===== config.mk =====
export PLATFORM = sky130hd
export DESIGN_NAME = brd_irq_hub
export DESIGN_NICKNAME = d
export VERILOG_FILES = /design/src/rtl/brd_irq_pkg.sv /design/src/rtl/brd_irq_sync.sv /design/src/rtl/brd_irq_status.sv /design/src/rtl/brd_irq_regs.sv /design/src/rtl/brd_irq_hub.sv
export SDC_FILE = /design/constraint.sdc
export NUM_CORES = 1
export LEC_CHECK = 0
export BUFFER_PORTS_ARGS = -buffer_cell sky130_fd_sc_hd__buf_2
export CORE_ASPECT_RATIO = 1.5
export CORE_MARGIN = 2
export CORE_UTILIZATION = 36
export CTS_CLUSTER_SIZE = 10
export DETAILED_ROUTE_END_ITERATION = 7
export PLACE_DENSITY = 0.63
export SETUP_SLACK_MARGIN = 0.02
export SYNTH_ARGS = -nofsm -noshare
export SYNTH_HDL_FRONTEND = slang
export SYNTH_SLANG_ARGS = --single-unit

===== constraint.sdc =====
create_clock -name clk -period 1.4 [get_ports clk]
set_input_delay 0.21 -clock clk [delete_from_list [all_inputs] [get_ports clk]]
set_output_delay 0.21 -clock clk [all_outputs]
set_load 0.01 [all_outputs]

===== src/rtl/brd_irq_pkg.sv =====
package brd_irq_pkg;
  localparam int REG_W  = 16;
  localparam int ADDR_W = 3;

  localparam logic [ADDR_W-1:0] OFS_STAT = 3'd0;
  localparam logic [ADDR_W-1:0] OFS_MASK = 3'd1;
  localparam logic [ADDR_W-1:0] OFS_CLR  = 3'd2;
  localparam logic [ADDR_W-1:0] OFS_ID0  = 3'd3;
  localparam logic [ADDR_W-1:0] OFS_ID1  = 3'd4;
  localparam logic [ADDR_W-1:0] OFS_ID2  = 3'd5;
  localparam logic [ADDR_W-1:0] OFS_VER  = 3'd6;

  localparam logic [REG_W-1:0] ID_WORD0 = 16'hAAAA;
  localparam logic [REG_W-1:0] ID_WORD1 = 16'h5555;
  localparam logic [REG_W-1:0] ID_WORD2 = 16'hCAFE;
endpackage


===== src/rtl/brd_irq_sync.sv =====
module brd_irq_sync #(
  parameter int NUM_SRC = 16,
  parameter int STAGES  = 2
) (
  input  logic               clk,
  input  logic               rst,
  input  logic [NUM_SRC-1:0] src_async,
  output logic [NUM_SRC-1:0] rise
);
  for (genvar i = 0; i < NUM_SRC; i++) begin : g_src
    logic [STAGES:0] pipe_q;
    always_ff @(posedge clk) begin
      if (rst) pipe_q <= '0;
      else     pipe_q <= {pipe_q[STAGES-1:0], src_async[i]};
    end
    assign rise[i] = pipe_q[STAGES-1] & ~pipe_q[STAGES];
  end
endmodule


===== src/rtl/brd_irq_status.sv =====
module brd_irq_status #(
  parameter int NUM_SRC = 16
) (
  input  logic               clk,
  input  logic               rst,
  input  logic [NUM_SRC-1:0] rise,
  input  logic [NUM_SRC-1:0] clr_hold,
  output logic [NUM_SRC-1:0] status
);
  for (genvar i = 0; i < NUM_SRC; i++) begin : g_bit
    always_ff @(posedge clk) begin
      if (rst)              status[i] <= 1'b0;
      else if (clr_hold[i]) status[i] <= 1'b0;
      else if (rise[i])     status[i] <= 1'b1;
    end
  end
endmodule


===== src/rtl/brd_irq_regs.sv =====
module brd_irq_regs
  import brd_irq_pkg::*;
#(
  parameter int               NUM_SRC = 16,
  parameter logic [REG_W-1:0] VERSION = 16'h0103
) (
  input  logic               clk,
  input  logic               rst,
  input  logic [ADDR_W-1:0]  bus_addr,
  input  logic               bus_wr,
  input  logic [REG_W-1:0]   bus_wdata,
  input  logic               bus_rd,
  input  logic [NUM_SRC-1:0] status,
  output logic [NUM_SRC-1:0] mask_q,
  output logic [NUM_SRC-1:0] clr_q,
  output logic [REG_W-1:0]   rdata_q
);
  logic [REG_W-1:0] rd_mux;

  always_ff @(posedge clk) begin
    if (rst) begin
      mask_q <= '0;
      clr_q  <= '0;
    end else if (bus_wr) begin
      if (bus_addr == OFS_MASK) mask_q <= bus_wdata[NUM_SRC-1:0];
      if (bus_addr == OFS_CLR)  clr_q  <= bus_wdata[NUM_SRC-1:0];
    end
  end

  always_comb begin
    rd_mux = '0;
    case (bus_addr)
      OFS_STAT: rd_mux[NUM_SRC-1:0] = status;
      OFS_MASK: rd_mux[NUM_SRC-1:0] = mask_q;
      OFS_CLR:  rd_mux[NUM_SRC-1:0] = clr_q;
      OFS_ID0:  rd_mux = ID_WORD0;
      OFS_ID1:  rd_mux = ID_WORD1;
      OFS_ID2:  rd_mux = ID_WORD2;
      OFS_VER:  rd_mux = VERSION;
      default:  rd_mux = '0;
    endcase
  end

  always_ff @(posedge clk) begin
    if (rst)         rdata_q <= '0;
    else if (bus_rd) rdata_q <= rd_mux;
  end
endmodule


===== src/rtl/brd_irq_hub.sv =====
module brd_irq_hub
  import brd_irq_pkg::*;
#(
  parameter int               NUM_SRC = 16,
  parameter logic [REG_W-1:0] VERSION = 16'h0103
) (
  input  logic               clk,
  input  logic               rst,
  input  logic [NUM_SRC-1:0] src_in,
  input  logic [ADDR_W-1:0]  bus_addr,
  input  logic               bus_wr,
  input  logic [REG_W-1:0]   bus_wdata,
  input  logic               bus_rd,
  output logic [REG_W-1:0]   bus_rdata,
  output logic               irq_n
);
  logic [NUM_SRC-1:0] rise_w;
  logic [NUM_SRC-1:0] status_w;
  logic [NUM_SRC-1:0] mask_w;
  logic [NUM_SRC-1:0] clr_w;

  brd_irq_sync #(.NUM_SRC(NUM_SRC), .STAGES(2)) u_sync (
    .clk(clk), .rst(rst), .src_async(src_in), .rise(rise_w)
  );

  brd_irq_status #(.NUM_SRC(NUM_SRC)) u_status (
    .clk(clk), .rst(rst), .rise(rise_w), .clr_hold(clr_w), .status(status_w)
  );

  brd_irq_regs #(.NUM_SRC(NUM_SRC), .VERSION(VERSION)) u_regs (
    .clk(clk), .rst(rst), .bus_addr(bus_addr), .bus_wr(bus_wr),
    .bus_wdata(bus_wdata), .bus_rd(bus_rd), .status(status_w),
    .mask_q(mask_w), .clr_q(clr_w), .rdata_q(bus_rdata)
  );

  always_ff @(posedge clk) begin
    if (rst) irq_n <= 1'b1;
    else     irq_n <= ~|(status_w & ~mask_w);
  end
endmodule


==> impl_metrics.csv <==
group,metric,value,unit
routing,wirelength,9.878,mm
synthesis,synth_top_cell_by_area,"dfxtp_1",
setup_path,slowest_stage,"or4_1",
pwr,powerDensity,1446,nW/µm²
setup_path,crit_fanout,2,
sta,period_share,0.8639,
finish,fillerInstances,1084,
setup_path,r2r_start,"u_status.status[13]",
setup_path,cpPeakStageDelay,460,ps
sta,fin_crit,1209,ps
setup_path,crit_required,1750,ps
sta,rsz0062_at_grt,"false",
setup_path,cp-start-kind,"flip-flop",
synthesis,yosysSeqAreaShare,0.5387,
routing,drtIter0Drc,217,
global_route,antenna_found_initial,0,
sta,final.setup_skew,5.697,ps
setup_path,worstPathArrival,1560,ps
synthesis,netlist_area,4199,µm²
pwr,power_leakage,2.101,nW
die,start_util,0.3661,
synthesis,synthDominantCellAreaShare,0.5387,
sta,slew_violations,0,
placement,hpwlAfterDp,6.841,mm
sta,slew_headroom,0.5801,
placement,io_buffers,55,
run_status,outcome,"finished clean",
finish,final_area,5446,µm²
routing,viasPerCell,4.746,
setup_path,critical_path_class,"flip-flop to flip-flop",
die,die_h,136.3,µm
die,pin_count,56,
hold_path,hp-class,"input port to flip-flop",
setup_path,startpoint,"u_status.status[13]",
pwr,peakVddDrop,0.8277,mV
sta,setup_violations,0,
clock_network,clk_pin_slew,50,ps
clock_network,htree_levels,4,
setup_path,r2r_cells,4,
routing,wl_per_cell,13.49,µm
die,die_area,12560,µm²
synthesis,synth.area.top_cells,"dfxtp_1 (54%), a21oi_1 (8.1%), nor2b_1 (7.3%), nand2_1 (6.3%), inv_1 (2.7%)",
clock_network,cts_tree,"done",
finish,syn_to_final_growth,29.71,%
clock_network,worstSkewPairLatency,410,ps
clock_network,cts_buffer_depth,2,
setup_path,rrSetupSlack,190,ps
global_route,grt_max_degree,43,
synthesis,yosysMostFrequentCell,"dfxtp_1",
synthesis,synth_cell_type_count,31,
sta,fmax,826.8,MHz
global_route,grt_pass1_vias,3369,
sta,hold_violations,0,
global_route,grt_pass1_wl,16.25,mm
synthesis,synth_edf_count,0,
job,cap_violations,0,
clock_network,cts_buffers,17,
clock_network,cts-root-buf,"clkbuf_16",
setup_path,r2r-end,"u_regs.rdata_q[13]",
finish,nNetsFinal,608,
placement,post-place-ws,66.03,ps
global_route,gr-usage-all-layers,0.1687,
die,die_x,92.18,µm
setup_path,end_kind,"flip-flop",
sta,worst_pin_slew,627.5,ps
die,row_count,48,
routing,ant_nets,0,
die,fp.coreArea,11470,µm²
routing,vias,3474,
synthesis,yosysWarnings,0,
synthesis,synth_flop_cell,"dfxtp_1",
synthesis,synth_cells,491,
sta,fin_setup_tns,0,ps
synthesis,async_flop_share,0,
finish,drive_gt1_frac,0.2216,
sta,worst_slack,190.5,ps
routing,remaining_drc_errors,0,
clock_network,cts.sinks,113,
global_route,grt-ovfl-total,0,
setup_path,crit_path_end,"u_regs.rdata_q[13]",
setup_path,cp_cell_sequence,"nor2b_1 -> a211oi_1 -> or4_1 -> a21oi_1",
placement,place_area,4777,µm²
synthesis,synth_common_cells,"dfxtp_1 (113), nand2_1 (71), a21oi_1 (68), nor2b_1 (49), inv_1 (30)",
synthesis,ys_seq_elements,113,
finish,diodes,0,
synthesis,syn-num-nets,530,
placement,gp_congestion,0.8059,
routing,firstDrtPassIters,4,
synthesis,avgSynthCellArea,8.552,µm²
where the power goes:
part	internal, mW	leakage, nW	switching (mW)
clock	2.45	0.265	1.44
combinational	0.271	0.912	0.302
sequential	3.35	0.924	0.0704
total	6.07	2.10	1.81
worst max-delay path: cells and delay by family (launching register included):
| family | cells | cell delay, ps |
|---|---|---|
| AO/OA/AOI/OAI | 2 | 200 |
| flip-flops | 1 | 330 |
| AND/OR/NAND/NOR | 2 | 600 |
cells in the final DEF, fill, tap and decap left out:
cell type / instances
dfxtp_1: 113
nand2_1: 71
a21oi_1: 68
buf_2: 54
nor2b_1: 49
inv_1: 30
nor2_1: 29
nor3_1: 20
clkbuf_16: 17
o21ai_0: 15
buf_4: 14
dlygate4sd3_1: 13
nand2b_1: 11
nand2_2: 10
a21oi_2: 10
nand3b_1: 10
clkinv_2: 8
buf_12: 8
o21ai_1: 6
o22ai_1: 4
clkinvlp_4: 3
a221oi_1: 2
a211oi_1: 2
clkbuf_1: 2
and3_1: 1
nand3_1: 1
o2111ai_1: 1
a31o_2: 1
nand2b_4: 1
nor3b_4: 1
or3b_1: 1
a31oi_1: 1
or4_1: 1
a211o_1: 1
a22oi_1: 1
bufinv_16: 1
clkbuf_8: 1
area by class of cell:
cell class	instances	area, µm²	area share
flip-flops and latches	113	2262	0.4153
clock inverters	12	92.59	0.01700
repair buffers	89	665.6	0.1222
inverters	30	112.6	0.02068
clock buffers	20	446.7	0.08201
multi-input cells	318	1679	0.3083
well taps	150	187.7	0.03446
logic make-up after synthesis:
| group | count (synthesis) | synth area share |
|---|---|---|
| compound gates | 112 | 0.1502 |
| buf+inv | 60 | 0.06138 |
| flops | 113 | 0.5387 |
| simple gates | 206 | 0.2497 |
through the flow:
step | hold WS (ps) | total power [mW] | util | instances
finish | 16.40 | 7.878 | 0.4748 | 732
global route | 20.47 | 8.179 | 0.4748 | 732
CTS | 10.68 | 7.950 | 0.4748 | 732
detailed placement | 421.7 | 4.033 | 0.4164 | 687
global placement | 417.1 | 4.021 | 0.4164 | 687
floorplan | 338.2 | 3.789 | - | 491
worst min-delay path by stage:
stage,start,to,slack (ps),cells after the start
finish,src_in[4],u_sync.g_src[4].pipe_q[0],20,2
global placement,u_sync.g_src[2].pipe_q[0],u_sync.g_src[2].pipe_q[1],420,1
CTS,src_in[4],u_sync.g_src[4].pipe_q[0],10,2
global route,src_in[4],u_sync.g_src[4].pipe_q[0],20,2
floorplan,src_in[0],u_sync.g_src[0].pipe_q[0],340,1
detailed placement,src_in[8],u_sync.g_src[8].pipe_q[0],420,2
state kept, by name (all words and copies together) (netlist names):
signal,flops
u_sync.g_src.pipe_q,48
irq_n,1
u_regs.mask_q,16
u_regs.clr_q,16
u_status.status,16
u_regs.rdata_q,16
routing by layer:
metal	vias to the layer above	track usage	wire [µm]
li1	1764	-	-
met1	1629	0.1871	4023
met2	63	0.2892	5183
met3	18	0.05432	464
met4	0	0.08458	207
met5	-	0	0
repair_timing:
action | CTS | global route
setup endpoints to repair | 0 | 0
setup buffers | 0 | 0
resized for setup | 0 | 0
hold buffers | 13 | 0
endpoints found under the hold margin | 13 | 0
(Power assumes the default switching activity.)
